## src/rtl/bscan_pkg.sv

```systemverilog
package bscan_pkg;

   typedef enum logic [3:0] {
      TAP_RESET, TAP_IDLE,
      TAP_SEL_DR, TAP_CAP_DR, TAP_SH_DR, TAP_EX1_DR, TAP_PAU_DR, TAP_EX2_DR, TAP_UPD_DR,
      TAP_SEL_IR, TAP_CAP_IR, TAP_SH_IR, TAP_EX1_IR, TAP_PAU_IR, TAP_EX2_IR, TAP_UPD_IR
   } tap_st_e;

   typedef enum logic [1:0] {DR_BYP, DR_IDC, DR_BND} dr_sel_e;

   // opcodes on the 3 low instruction bits
   localparam logic [2:0] OP_EXTEST = 3'b000;
   localparam logic [2:0] OP_IDCODE = 3'b001;
   localparam logic [2:0] OP_SAMPZ  = 3'b010;
   localparam logic [2:0] OP_SAMPLE = 3'b100;
   localparam logic [2:0] OP_BYPASS = 3'b111;

   function automatic tap_st_e tap_next(input tap_st_e s, input logic tms);
      tap_st_e n;
      case (s)
         TAP_RESET:  n = tms ? TAP_RESET  : TAP_IDLE;
         TAP_IDLE:   n = tms ? TAP_SEL_DR : TAP_IDLE;
         TAP_SEL_DR: n = tms ? TAP_SEL_IR : TAP_CAP_DR;
         TAP_CAP_DR: n = tms ? TAP_EX1_DR : TAP_SH_DR;
         TAP_SH_DR:  n = tms ? TAP_EX1_DR : TAP_SH_DR;
         TAP_EX1_DR: n = tms ? TAP_UPD_DR : TAP_PAU_DR;
         TAP_PAU_DR: n = tms ? TAP_EX2_DR : TAP_PAU_DR;
         TAP_EX2_DR: n = tms ? TAP_UPD_DR : TAP_SH_DR;
         TAP_UPD_DR: n = tms ? TAP_SEL_DR : TAP_IDLE;
         TAP_SEL_IR: n = tms ? TAP_RESET  : TAP_CAP_IR;
         TAP_CAP_IR: n = tms ? TAP_EX1_IR : TAP_SH_IR;
         TAP_SH_IR:  n = tms ? TAP_EX1_IR : TAP_SH_IR;
         TAP_EX1_IR: n = tms ? TAP_UPD_IR : TAP_PAU_IR;
         TAP_PAU_IR: n = tms ? TAP_EX2_IR : TAP_PAU_IR;
         TAP_EX2_IR: n = tms ? TAP_UPD_IR : TAP_SH_IR;
         TAP_UPD_IR: n = tms ? TAP_SEL_DR : TAP_IDLE;
         default:    n = TAP_RESET;
      endcase
      return n;
   endfunction

endpackage

```

## src/rtl/bscan_fsm.sv

```systemverilog
module bscan_fsm
   import bscan_pkg::*;
(
   input  logic    tck_i,
   input  logic    rst_n_i,
   input  logic    tms_i,
   output tap_st_e st_q,
   output tap_st_e st_nxt
);

   assign st_nxt = tap_next(st_q, tms_i);

   always_ff @(posedge tck_i or negedge rst_n_i) begin
      if (!rst_n_i) st_q <= TAP_RESET;
      else          st_q <= st_nxt;
   end

endmodule

```

## src/rtl/bscan_ir.sv

```systemverilog
module bscan_ir
   import bscan_pkg::*;
#(
   parameter int unsigned IR_W = 3
) (
   input  logic            tck_i,
   input  logic            rst_n_i,
   input  logic            tdi_i,
   input  logic            cap_i,
   input  logic            sh_i,
   input  logic            upd_i,
   input  logic            go_rst_i,
   output logic            ir_lsb_o,
   output logic [IR_W-1:0] ir_cur_o,
   output dr_sel_e         dr_sel_o,
   output logic            op_extest_o,
   output logic            op_sampz_o
);

   localparam logic [IR_W-1:0] C_CAP = IR_W'(1);
   localparam logic [IR_W-1:0] C_EXT = IR_W'(OP_EXTEST);
   localparam logic [IR_W-1:0] C_IDC = IR_W'(OP_IDCODE);
   localparam logic [IR_W-1:0] C_SZ  = IR_W'(OP_SAMPZ);
   localparam logic [IR_W-1:0] C_SMP = IR_W'(OP_SAMPLE);

   logic [IR_W-1:0] sh_q;

   always_ff @(posedge tck_i or negedge rst_n_i) begin
      if (!rst_n_i)  sh_q <= C_CAP;
      else if (cap_i) sh_q <= C_CAP;
      else if (sh_i)  sh_q <= {tdi_i, sh_q[IR_W-1:1]};
   end

   // current instruction: reset target is the identification code
   always_ff @(posedge tck_i or negedge rst_n_i) begin
      if (!rst_n_i)      ir_cur_o <= C_IDC;
      else if (go_rst_i) ir_cur_o <= C_IDC;
      else if (upd_i)    ir_cur_o <= sh_q;
   end

   assign ir_lsb_o = sh_q[0];

   always_comb begin
      dr_sel_o    = DR_BYP;
      op_extest_o = 1'b0;
      op_sampz_o  = 1'b0;
      if (ir_cur_o == C_EXT) begin
         dr_sel_o    = DR_BND;
         op_extest_o = 1'b1;
      end else if (ir_cur_o == C_IDC) begin
         dr_sel_o = DR_IDC;
      end else if (ir_cur_o == C_SZ) begin
         dr_sel_o   = DR_BND;
         op_sampz_o = 1'b1;
      end else if (ir_cur_o == C_SMP) begin
         dr_sel_o = DR_BND;
      end
   end

endmodule

```

## src/rtl/bscan_dr_aux.sv

```systemverilog
module bscan_dr_aux #(
   parameter int unsigned      ID_W    = 32,
   parameter logic [ID_W-1:0]  ID_CODE = 32'h1D0C_B069
) (
   input  logic tck_i,
   input  logic rst_n_i,
   input  logic tdi_i,
   input  logic cap_i,
   input  logic sh_i,
   input  logic sel_id_i,
   input  logic sel_byp_i,
   output logic id_lsb_o,
   output logic byp_o
);

   logic [ID_W-1:0] id_q;

   always_ff @(posedge tck_i or negedge rst_n_i) begin
      if (!rst_n_i)                id_q <= ID_CODE;
      else if (sel_id_i && cap_i)  id_q <= ID_CODE;
      else if (sel_id_i && sh_i)   id_q <= {tdi_i, id_q[ID_W-1:1]};
   end

   always_ff @(posedge tck_i or negedge rst_n_i) begin
      if (!rst_n_i)                byp_o <= 1'b0;
      else if (sel_byp_i && cap_i) byp_o <= 1'b0;
      else if (sel_byp_i && sh_i)  byp_o <= tdi_i;
   end

   assign id_lsb_o = id_q[0];

endmodule

```

## src/rtl/bscan_bsr.sv

```systemverilog
module bscan_bsr #(
   parameter int unsigned LEN      = 109,
   parameter int unsigned OEN_CELL = 108
) (
   input  logic           tck_i,
   input  logic           rst_n_i,
   input  logic           tdi_i,
   input  logic           sel_i,
   input  logic           cap_i,
   input  logic           sh_i,
   input  logic           upd_i,
   input  logic           go_rst_i,
   input  logic [LEN-1:0] pins_i,
   output logic           lsb_o,
   output logic [LEN-1:0] pre_o
);

   logic [LEN-1:0] sh_q;
   logic [LEN-1:0] ser_in;

   for (genvar c = 0; c < LEN; c++) begin : g_cell
      logic sh_r;
      logic pre_r;

      if (c == LEN - 1) begin : g_tail
         assign ser_in[c] = tdi_i;
      end else begin : g_body
         assign ser_in[c] = sh_q[c+1];
      end

      always_ff @(posedge tck_i or negedge rst_n_i) begin
         if (!rst_n_i)            sh_r <= 1'b0;
         else if (sel_i && cap_i) sh_r <= pins_i[c];
         else if (sel_i && sh_i)  sh_r <= ser_in[c];
      end

      if (c == OEN_CELL) begin : g_oen
         // output-bus enable cell: preset to drive
         always_ff @(posedge tck_i or negedge rst_n_i) begin
            if (!rst_n_i)            pre_r <= 1'b1;
            else if (go_rst_i)       pre_r <= 1'b1;
            else if (sel_i && upd_i) pre_r <= sh_r;
         end
      end else begin : g_data
         always_ff @(posedge tck_i or negedge rst_n_i) begin
            if (!rst_n_i)            pre_r <= 1'b0;
            else if (sel_i && upd_i) pre_r <= sh_r;
         end
      end

      assign sh_q[c]  = sh_r;
      assign pre_o[c] = pre_r;
   end

   assign lsb_o = sh_q[0];

endmodule

```

## src/rtl/bscan_tap_ctl.sv

```systemverilog
module bscan_tap_ctl
   import bscan_pkg::*;
#(
   parameter int unsigned     IR_W     = 3,
   parameter int unsigned     ID_W     = 32,
   parameter logic [ID_W-1:0] ID_CODE  = 32'h1D0C_B069,
   parameter int unsigned     BSR_LEN  = 109,
   parameter int unsigned     OEN_CELL = 108
) (
   input  logic               tck_i,
   input  logic               rst_n_i,
   input  logic               tms_i,
   input  logic               tdi_i,
   output logic               tdo_o,
   output logic               tdo_en_o,
   input  logic [BSR_LEN-1:0] pin_smp_i,
   output logic [BSR_LEN-1:0] pin_drv_o,
   output logic               bnd_drive_o,
   output logic               q_hiz_o
);

   if (IR_W < 3) begin : g_chk_ir
      $error("IR_W must hold the 3-bit opcodes");
   end
   if (OEN_CELL >= BSR_LEN) begin : g_chk_oen
      $error("OEN_CELL must lie inside the boundary register");
   end
   if (ID_CODE[0] != 1'b1) begin : g_chk_id
      $error("identification code must have bit 0 set");
   end

   tap_st_e         st_q, st_nxt;
   logic [IR_W-1:0] ir_cur;
   dr_sel_e         dr_sel;
   logic            op_extest, op_sampz;
   logic            ir_lsb, id_lsb, byp_bit, bsr_lsb;
   logic [BSR_LEN-1:0] pre_q;
   logic            cap_dr, sh_dr, upd_dr, cap_ir, sh_ir, upd_ir, go_rst;
   logic            dr_lsb;

   bscan_fsm u_fsm (
      .tck_i  (tck_i),
      .rst_n_i(rst_n_i),
      .tms_i  (tms_i),
      .st_q   (st_q),
      .st_nxt (st_nxt)
   );

   assign cap_dr = (st_q == TAP_CAP_DR);
   assign sh_dr  = (st_q == TAP_SH_DR);
   assign upd_dr = (st_q == TAP_UPD_DR);
   assign cap_ir = (st_q == TAP_CAP_IR);
   assign sh_ir  = (st_q == TAP_SH_IR);
   assign upd_ir = (st_q == TAP_UPD_IR);
   assign go_rst = (st_nxt == TAP_RESET);

   bscan_ir #(.IR_W(IR_W)) u_ir (
      .tck_i      (tck_i),
      .rst_n_i    (rst_n_i),
      .tdi_i      (tdi_i),
      .cap_i      (cap_ir),
      .sh_i       (sh_ir),
      .upd_i      (upd_ir),
      .go_rst_i   (go_rst),
      .ir_lsb_o   (ir_lsb),
      .ir_cur_o   (ir_cur),
      .dr_sel_o   (dr_sel),
      .op_extest_o(op_extest),
      .op_sampz_o (op_sampz)
   );

   bscan_dr_aux #(.ID_W(ID_W), .ID_CODE(ID_CODE)) u_aux (
      .tck_i    (tck_i),
      .rst_n_i  (rst_n_i),
      .tdi_i    (tdi_i),
      .cap_i    (cap_dr),
      .sh_i     (sh_dr),
      .sel_id_i (dr_sel == DR_IDC),
      .sel_byp_i(dr_sel == DR_BYP),
      .id_lsb_o (id_lsb),
      .byp_o    (byp_bit)
   );

   bscan_bsr #(.LEN(BSR_LEN), .OEN_CELL(OEN_CELL)) u_bsr (
      .tck_i   (tck_i),
      .rst_n_i (rst_n_i),
      .tdi_i   (tdi_i),
      .sel_i   (dr_sel == DR_BND),
      .cap_i   (cap_dr),
      .sh_i    (sh_dr),
      .upd_i   (upd_dr),
      .go_rst_i(go_rst),
      .pins_i  (pin_smp_i),
      .lsb_o   (bsr_lsb),
      .pre_o   (pre_q)
   );

   always_comb begin
      case (dr_sel)
         DR_IDC:  dr_lsb = id_lsb;
         DR_BND:  dr_lsb = bsr_lsb;
         default: dr_lsb = byp_bit;
      endcase
   end

   // serial output is retimed to the falling edge
   always_ff @(negedge tck_i or negedge rst_n_i) begin
      if (!rst_n_i) begin
         tdo_o    <= 1'b0;
         tdo_en_o <= 1'b0;
      end else begin
         tdo_en_o <= sh_ir | sh_dr;
         tdo_o    <= sh_ir ? ir_lsb : (sh_dr ? dr_lsb : 1'b0);
      end
   end

   assign pin_drv_o   = pre_q;
   assign bnd_drive_o = op_extest;
   assign q_hiz_o     = op_sampz | (op_extest & ~pre_q[OEN_CELL]);

endmodule

```

## config.mk

```make
export PLATFORM = sky130hd
export DESIGN_NAME = bscan_tap_ctl
export DESIGN_NICKNAME = d
export VERILOG_FILES = /design/src/rtl/bscan_pkg.sv /design/src/rtl/bscan_fsm.sv /design/src/rtl/bscan_ir.sv /design/src/rtl/bscan_dr_aux.sv /design/src/rtl/bscan_bsr.sv /design/src/rtl/bscan_tap_ctl.sv
export SDC_FILE = /design/constraint.sdc
export NUM_CORES = 1
export LEC_CHECK = 0
export BUFFER_PORTS_ARGS = -buffer_cell sky130_fd_sc_hd__buf_4
export CAP_MARGIN = 5
export CORE_MARGIN = 3
export CORE_UTILIZATION = 40
export DETAILED_ROUTE_END_ITERATION = 10
export MAX_ROUTING_LAYER = met4
export PLACE_DENSITY = 0.59
export SLEW_MARGIN = 5
export SYNTH_ARGS = -nofsm -noshare
export SYNTH_HDL_FRONTEND = slang
export SYNTH_HIERARCHICAL = 1
export SYNTH_SLANG_ARGS = --single-unit
```

## constraint.sdc

```tcl
create_clock -name tck_i -period 4.03 [get_ports tck_i]
set_input_delay 0.2015 -clock tck_i [delete_from_list [all_inputs] [get_ports tck_i]]
set_output_delay 0.2015 -clock tck_i [all_outputs]
set_load 0.01 [all_outputs]
```

# After elaboration in Yosys (flattened, before gate mapping)
# Index checks and enable logic that the tools add are counted.
word_totals:
  register_bits: 263
  out_inout_bits: 113
  in_bits: 113
  wordCells: 521
classes:
  mux: 252
  n_eq_ne: 20
  reduce_logical: 20
  bitwise: 4
op_table:
  columns: ["op", "n"]
  rows:
  - ["two-way mux 1 bit", 231]
  - ["two-way mux 32 bit", 2]
  - ["case mux 4 bit (12 select lines)", 1]
  - ["== test 4 bit (second input constant)", 8]
  - ["two-way mux 3 bit", 6]
  - ["== test 4 x 3 -> 1 bit (second input constant)", 4]
  - ["two-way mux 4 bit", 4]
  - ["two-way mux 2 bit", 7]
  - ["nonzero test 2 bit", 6]
  - ["== test 4 x 2 -> 1 bit (second input constant)", 2]
  - ["zero test 4 bit", 2]
  - ["logical AND 1 bit", 7]
  - ["== test 4 x 1 -> 1 bit (second input constant)", 1]
  - ["OR reduction 2 bit", 2]
  - ["== test 3 x 1 -> 1 bit (second input constant)", 1]
  - ["== test 3 x 2 -> 1 bit (second input constant)", 1]
  - ["== test 3 bit (second input constant)", 1]
  - ["zero test 3 bit", 1]
  - ["OR reduction 3 bit", 1]
  - ["== test 2 x 1 -> 1 bit (second input constant)", 1]
  - ["== test 2 bit (second input constant)", 1]
  - ["zero test 2 bit", 1]
  - ["bitwise OR 1 bit", 2]
  - ["case mux 1 bit (2 select lines)", 1]
  - ["2 further kinds", 2]

# Logic depth before layout (Yosys ltp)
# Gate-level depths: netlist of the first run.
logic_depth:
  depth_word: 9
  depth_mapped: 9
  mapped_depth_nobuf: 6

# Cells and area by module
# The synthesis of the first run kept the hierarchy.
by_module_without_submodules:
  columns: ["module", "instances", "cells_per_inst", "seq_area_each_um2", "area_each_um2"]
  rows:
  - ["bscan_bsr", 1, 850, 5456.5, 11051.8]
  - ["bscan_dr_aux", 1, 171, 842.1, 1881.8]
  - ["bscan_fsm", 1, 40, 100.1, 315.3]
  - ["bscan_ir", 1, 22, 152.6, 262.8]
  - ["bscan_tap_ctl", 1, 23, 50.0, 224.0]

==> flow_summary.toml, run 1 <==
[yosys]
synth-main-ff-cell = "dfrtp_1"
yosysTopAreaCellShare = 0.446
synthesis.nets = 1222
synthArstFlopShare = 1.00
synthTopCellsByArea = "dfrtp_1, mux2_2, nand4bb_1"
synthCells = 1106
ys_ff_latch = 263
synth_cell_types = 51
yosysTopAreaCell = "dfrtp_1"
syn_area_per_cell_um2 = 12.4
yosysWarningCount = 6
yosysMostFrequentCell = "dfrtp_1"
synth_edf_count = 0
ys_seq_area_frac = 0.481
synthTopCellsByCount = "dfrtp_1, buf_4, nand3b_1"
netlist_area_um2 = 13700

[place]
place_inst = 1584
gp_congestion = 0.765
dp.final_hpwl_um = 21100
io_buffer_count = 225
dpl_worst_slack_ps = 117

[worst_setup_path]
crit_arrival_ps = 2180
critPathRequiredTime_ps = 2400
cp-end-kind = "register"
worstSetupPathType = "reg2reg"
cp_max_fo = 5
cp-start-kind = "register"

[clock_network]
clk_pin_slew_ps = 60
tritoncts = "done"
htreeDepth = 1
clkSinkCount = 263
clockRootBuffer = "clkbuf_16"
clock_latency_ps = 570
cts_setup_buffers = 0
cts-buffers-inserted = 30
clockBufferDepth = 3

[floorplanning]
die_h_um = 191
core_region_area_um2 = 33700
pin_count = 226
start_util = 0.408
rows = 67
die_area_um2 = 36600
fp.dieW_um = 191

[timing]
slew_viol_final = 0
finClkSkew_ps = 32.4
fin_ws_ps = 215
relSlewSlack = 0.376
worst_slew_pin_slew_ps = 936
setup_viol = 0
rsz0062_at_grt = "false"
hold_viol_final = 0
setup_tns_ps = 0

[run]
cap_violations = 0

[power]
power_leakage_nw = 8.34
powerDensity_nw_per_um2 = 557
power.total_mw = 9.52
ir_drop_uv = 351

[finish]
nNetsFinal = 1393
fillers = 2981
layoutNonFillerInstCount = 1751
syn2layout_area_growth_pct = 24.3
drive_gt1_frac = 0.356

[global_routing]
overflow = 0
antenna_found_initial = 2
grt_pass1_wl_um = 55400
grt_usage = 0.193
grt_pass1_vias = 9573
grt_max_degree = 186

[drt]
via_per_inst = 5.40
drtPass1Iterations = 4
detail-route-antenna-nets = 0
route.detailed.drc = 0
wl_per_cell_um = 20.0
routed_wl_um = 35000
vias = 9451
first_iter_violations = 549

[status]
status = "completed"

[min_path]
hp-class = "in2reg"
==> metal layers <==
metal  routed length (µm)  share of wire  vias up  GRT usage
met4                  539          0.015        0     0.0330
met3                 1650          0.047       38     0.0271
met1                16700           0.48     4845      0.277
li1                     -              -     4349          -
met2                16100           0.46      219      0.296
met5                    0              0        -          -
==> worst max-delay path, stage by stage (launching register included) <==
cell and delay [ps]:
dfstp_2 550, nor3b_2 200, inv_1 110, ha_1 320
or2_1 210, a32o_2 260
==> kinds of logic after synthesis <==
| kind of cell | after synthesis | synth area share |
|---|---|---|
| adder cells (fa/ha/maj) | 3 | 0.00273 |
| XOR/XNOR | 1 | 0.000638 |
| AND/OR/NAND/NOR | 329 | 0.198 |
| multiplexers | 112 | 0.0915 |
| flip-flops | 263 | 0.481 |
| buffers and inverters | 238 | 0.106 |
| AO/OA/AOI/OAI | 160 | 0.120 |
==> placed cells by master (no fill, tap or decap), types with 19 or more instances in the layout <==
cell type      count
clkbuf_16         30
nand3b_1         110
o221ai_2          19
o211a_1          109
nand2b_1          23
mux2_2           108
dlygate4sd3_1    109
nand3_1           20
inv_1             24
dfrtp_1          245
nand4bb_1        101
buf_4            240
==> metrics by stage <==
stage,cell area [µm²],util,hold slack (ps)
2_1_floorplan,13700,-,-94.1
3_3_place_gp,14800,0.440,116
3_5_place_dp,14800,0.440,115
4_1_cts,17100,0.506,0.800
5_1_grt,17100,0.507,9.70
6_report,17100,0.507,28.3
==> state kept, by name (all words and copies together) (netlist names) <==
| name | cells |
|---|---|
| u_aux/byp_o | 1 |
| u_fsm/st_q | 4 |
| tdo_en_o | 1 |
| u_bsr/g_cell.pre_r | 109 |
| u_ir/sh_q | 3 |
| u_ir/ir_cur_o | 3 |
| u_bsr/g_cell.sh_r | 108 |
| u_aux/id_q | 32 |
| tdo_o | 1 |
| u_bsr/lsb_o | 1 |
==> timing repair <==
action / in CTS / in global routing
setup endpoints to repair: 0 / 1
hold buffers: 109 / 0
endpoints found under the hold margin: 157 / 0
gates resized for setup: 0 / 1
==> final timing paths <==
path,slack [ps],start,depth (start not counted),end
max,220,u_ir/ir_cur_o[0]$_DFFE_PN1P_,5,tdo_o$_DFF_NN0_
min,30,pin_smp_i[68],3,u_bsr/g_cell[68].sh_r$_DFFE_PN0P_
max reg2reg,220,u_ir/ir_cur_o[0]$_DFFE_PN1P_,5,tdo_o$_DFF_NN0_
min reg2reg,510,u_bsr/g_cell[41].pre_r$_DFFE_PN0P_,1,u_bsr/g_cell[41].pre_r$_DFFE_PN0P_
max in group asynchronous,1680,rst_n_i,2,tdo_o$_DFF_NN0_
min in group asynchronous,160,rst_n_i,2,u_aux/id_q[16]$_DFFE_PN0P_
==> layout make-up <==
class	instances	area, µm²	share of cell area
flip-flops and latches	263	6600	0.387
multi-input cells	605	5720	0.335
repair buffers	353	2970	0.174
clock buffers	39	855	0.0501
well taps	448	561	0.0328
clock inverters	17	275	0.0161
inverters	24	90.1	0.00528
diodes	2	5.00	0.000293
==> power by group <==
group	internal, mW	leakage (nW)	switching (mW)
sequential	3.37	3.57	0.627
clock	1.94	0.564	1.13
combinational	1.34	4.21	1.11
No activity file was read; power rests on OpenSTA's default activity.
==> run 2: changes to the inputs <==
==> constraint.sdc (replaced) <==
create_clock -name tck_i -period 3.9 [get_ports tck_i]
set_input_delay 0.195 -clock tck_i [delete_from_list [all_inputs] [get_ports tck_i]]
set_output_delay 0.195 -clock tck_i [all_outputs]
set_load 0.01 [all_outputs]
==> run 2 against run 1 <==
Compared with the run above:
- worst hold slack improved by 18 ps
- utilization is 0.13 points lower
- first-iteration DRC count is 4.9% lower
- sequential cell count unchanged
- critical path depth is the same
- non-clock buffer count rose by 4
- wire length up 0.11%
- global-route usage fell by 0.20 points
- largest power group unchanged
- final cell count did not move
==> flow_summary.toml, run 2 (synthesis results as in run 1) <==
[timing]
finClkSkew_ps = 17.9
setup_tns_ps = 0
slew_viol_final = 0
relSlewSlack = 0.0620
hold_viol_final = 0
setup_viol = 0
worst_slew_pin_slew_ps = 1410
rsz0062_at_grt = "false"

[finish]
ff_latch_area_um2 = 6600
final_common_cell = "dfrtp_1"
fillers = 2962
syn2layout_area_growth_pct = 24.0
largest_register = "u_bsr/g_cell.pre_r"
nNetsFinal = 1398
top_regs = "u_bsr/g_cell.pre_r (109), u_bsr/g_cell.sh_r (108), u_aux/id_q (32)"
multi_input_comb_area_um2 = 5720
drive_gt1_frac = 0.353
largest_reg_flops = 109
final_cell_mix = "dfrtp_1, buf_4, dlygate4sd3_1, nand3b_1, o211a_1"

[power]
power.share.sequential = 0.436
powerDensity_nw_per_um2 = 556
clockPowerShare = 0.294
switching_share = 0.309
p_int_mw = 6.55
combPwrFrac = 0.270
switching_power_mw = 2.93
ir_drop_uv = 361
power_leakage_nw = 8.30
power.total_mw = 9.48

[global_routing]
grt_usage = 0.191
grt_pass1_vias = 9526
overflow = 0
grt_max_degree = 222
grt_pass1_wl_um = 54900
antenna_found_initial = 1

[place]
io_buffer_count = 225
gp_congestion = 0.773
dp.final_hpwl_um = 21400

[floorplanning]
fp.dieW_um = 191
core_region_area_um2 = 33700
die_h_um = 191
rows = 67
die_area_um2 = 36600
start_util = 0.408
pin_count = 226

[clock_network]
htreeDepth = 1
tritoncts = "done"
clock_latency_ps = 560
cts-buffers-inserted = 31
clkSinkCount = 263
clockRootBuffer = "clkbuf_16"
clk_pin_slew_ps = 60
clockBufferDepth = 3

[worst_setup_path]
cp-start-kind = "register"
cp-end-kind = "register"
crit_start = "u_ir/ir_cur_o[0]$_DFFE_PN1P_"
crit_arrival_ps = 2190
critPathRequiredTime_ps = 2340
cp_max_fo = 5
worstSetupPathType = "reg2reg"
r2r_start = "u_ir/ir_cur_o[0]$_DFFE_PN1P_"

[drt]
routed.top_layer = "met4"
wl_met3_um = 1830
route.detailed.drc = 0
via_per_inst = 5.42
met2_wirelength_um = 16300
first_iter_violations = 522
drtPass1Iterations = 5
drt-met1-wl_um = 16500
wl_per_cell_um = 20.0
detail-route-antenna-nets = 0
vias = 9485
routed_wl_um = 35100

[min_path]
hp-class = "in2reg"
hp-start = "pin_smp_i[69]"

[status]
status = "completed"

[run]
cap_violations = 0
-- run 2: what timing repair did --
item / in CTS / in global routing
setup buffers: 0 / 0
endpoints found under the hold margin: 167 / 0
hold buffers: 110 / 0
endpoints found under the setup margin: 0 / 1
gates resized for setup: 0 / 1
-- run 2: final timing paths --
check                           slack (ps)                             endpoint  cells after the start
max in group asynchronous             1470                      tdo_o$_DFF_NN0_                      2
worst min register to register         500  u_bsr/g_cell[103].pre_r$_DFFE_PN0P_                      1
worst max-delay path                   150                      tdo_o$_DFF_NN0_                      5
worst max register to register         150                      tdo_o$_DFF_NN0_                      5
worst min-delay path                    50    u_bsr/g_cell[69].sh_r$_DFFE_PN0P_                      3
min in group asynchronous              150   u_bsr/g_cell[37].pre_r$_DFFE_PN0P_                      2
-- run 2: final cells by class --
cell class                      count  area share
Sequential cell                   263       0.388
Multi-Input combinational cell    605       0.336
Timing Repair Buffer              357       0.181
Clock buffer                       48      0.0558
Tap cell                          448      0.0329
Inverter                           24     0.00529
Clock inverter                      5     0.00191
Antenna cell                        1    0.000147
-- run 2: power by group through the flow --
| stage | logic, mW | registers (mW) | clock network [mW] |
|---|---|---|---|
| floorplan | 2.07 | 3.88 | 0 |
| global placement | 2.44 | 4.16 | 0 |
| detailed placement | 2.49 | 4.18 | 0 |
| CTS | 2.59 | 4.14 | 2.88 |
| global route | 2.81 | 4.24 | 3.00 |
| finish | 2.56 | 4.13 | 2.79 |
-- run 2: through the flow --
step / cell area (µm²) / instances / setup slack, ps / util / hold slack (ps)
after floorplan: 13700 / 1106 / 193 / - / -101
after global placement: 14900 / 1587 / 49.6 / 0.443 / 165
after detailed placement: 14900 / 1587 / 53.9 / 0.443 / 166
after CTS: 17000 / 1750 / 18.9 / 0.505 / 8.13
after global routing: 17000 / 1751 / 6.17 / 0.505 / 42.1
final: 17000 / 1751 / 154 / 0.505 / 46.4
-- run 2: routing by layer --
| metal | GRT usage | up-vias |
|---|---|---|
| li1 | - | 4357 |
| met1 | 0.272 | 4881 |
| met2 | 0.295 | 212 |
| met3 | 0.0297 | 35 |
| met4 | 0.0299 | 0 |
| met5 | - | - |
-- run 2: critical path: stages, from the launching register on --
cell,delay (ps)
dfstp_2,550
nor3b_2,200
inv_1,110
ha_1,320
or2_1,210
a32o_2,250
==> run 3: changes to the inputs <==
--- a/config.mk
+++ b/config.mk
@@ -12,6 +12,7 @@
 export DETAILED_ROUTE_END_ITERATION = 10
 export MAX_ROUTING_LAYER = met4
 export PLACE_DENSITY = 0.59
+export REMOVE_ABC_BUFFERS = 1
 export SLEW_MARGIN = 5
 export SYNTH_ARGS = -nofsm -noshare
 export SYNTH_HDL_FRONTEND = slang
==> run 3 against run 2 <==
Compared with the run above:
- total power down 2.0%
- clock-buffer cell count unchanged
- worst setup slack worse by 25 ps
- combinational power about the same
- critical path depth unchanged
- global-route usage down 1.1 points
- utilization down 0.33 points
==> flow_summary.toml, run 3 (synthesis results as in run 1) <==
[status]
status = "completed"

[floorplanning]
core_region_area_um2 = 33700
pin_count = 226
die_h_um = 191
start_util = 0.408
die_area_um2 = 36600
fp.dieW_um = 191
rows = 67

[run]
cap_violations = 0

[timing]
hold_viol_final = 0
slew_viol_final = 0
worst_slew_pin_slew_ps = 938
finClkSkew_ps = 24.2
rsz0062_at_grt = "false"
setup_viol = 0
relSlewSlack = 0.375
fin_hold_ws_ps = 48.9

[min_path]
hp-start = "tms_i"
holdPathEnd = "u_fsm/st_q[2]$_DFF_PN0_"
hp-class = "in2reg"
min_path_cells = 3

[finish]
multi_input_comb_area_um2 = 5710
nNetsFinal = 1393
final_area_um2 = 16900
largest_reg_flops = 109
layoutNonFillerInstCount = 1747
final_common_cell = "dfrtp_1"
final_cell_mix = "dfrtp_1, buf_4, dlygate4sd3_1"
fillers = 2999
final_core_util = 0.502
largest_register = "u_bsr/g_cell.pre_r"
syn2layout_area_growth_pct = 23.2
ff_latch_area_um2 = 6600
top_regs = "u_bsr/g_cell.pre_r (109), u_bsr/g_cell.sh_r (108), u_aux/id_q (32)"
drive_gt1_frac = 0.344

[place]
dp.final_hpwl_um = 19300
place_inst = 1582
dpl_cell_area_um2 = 14900
gp_congestion = 0.737
io_buffer_count = 225

[global_routing]
grt_pass1_vias = 9630
grt_usage = 0.180
antenna_found_initial = 1
grt_max_degree = 163
overflow = 0
grt_pass1_wl_um = 52800

[drt]
first_iter_violations = 621
vias = 9362
routed_wl_um = 32700
wl_per_cell_um = 18.7
via_per_inst = 5.36
detail-route-antenna-nets = 0
route.detailed.drc = 0
drtPass1Iterations = 5

[power]
power.total_mw = 9.29
ir_drop_uv = 381
power_leakage_nw = 8.26
powerDensity_nw_per_um2 = 549

[worst_setup_path]
r2r_cells = 5
cp_max_fo = 5
critPathRequiredTime_ps = 2340
worstSetupPathType = "reg2reg"
r2r_start = "u_ir/ir_cur_o[0]$_DFFE_PN1P_"
timing.reg2reg.setup_slack_ps = 130
crit_arrival_ps = 2210
cp-end-kind = "register"
cp-start-kind = "register"
crit_start = "u_ir/ir_cur_o[0]$_DFFE_PN1P_"
r2r_end = "tdo_o$_DFF_NN0_"

[clock_network]
cts-buffers-inserted = 30
htreeDepth = 1
tritoncts = "done"
clockRootBuffer = "clkbuf_16"
clockBufferDepth = 3
clock_latency_ps = 570
cts_setup_buffers = 0
clk_pin_slew_ps = 60
clkSinkCount = 263
==> run 3: changes by cell type in the layout (fill, tap and decap cells not counted), moves of 2 or more <==
cell / change
buf_4: -2
clkbuf_8: -6
buf_12: -3
inv_6: -2
clkbuf_1: +7
==> run 3: layout make-up <==
class                   count  area share
diodes                      1    0.000148
clock buffers              48      0.0513
clock inverters             5     0.00444
inverters                  24     0.00533
multi-input cells         605       0.337
flip-flops and latches    263       0.390
well taps                 448      0.0331
repair buffers            353       0.178
==> run 3: where the power goes <==
part / internal [mW] / switching (mW)
clock: 1.58 / 1.11
combinational: 1.39 / 1.13
sequential: 3.48 / 0.581
==> run 3: repair_timing <==
item | 4_1_cts | 5_1_grt
hold endpoints to repair | 154 | 0
hold buffers | 111 | 0
resized for setup | 1 | 0
setup endpoints to repair | 1 | 0
==> run 3: worst max-delay path by stage <==
stage	to	slack [ps]
floorplan	u_bsr/g_cell[100].sh_r$_DFFE_PN0P_	-10760
global placement	tdo_o$_DFF_NN0_	60
detailed placement	tdo_o$_DFF_NN0_	30
CTS	tdo_o$_DFF_NN0_	100
global route	tdo_o$_DFF_NN0_	30
finish	tdo_o$_DFF_NN0_	130
==> run 3: metal layers <==
metal	track usage	part of all wire	up-vias
met4	0.0279	0.0096	0
met1	0.244	0.46	4804
met2	0.287	0.48	211
met5	-	0	-
met3	0.0363	0.057	25
li1	-	-	4322
==> run 3: critical path, stage by stage, from the launching register on <==
cell and delay (ps):
dfstp_2 550, nor3b_2 200, inv_1 120, ha_1 320, or2_1 210, a32o_2 250
==> run 3: per-stage QoR <==
step / worst slack, ps / TNS, ps
floorplan: -10760 / -1942360
global placement: 62.7 / 0
detailed placement: 27.5 / 0
CTS: 103 / 0
global route: 31.5 / 0
finish: 129 / 0
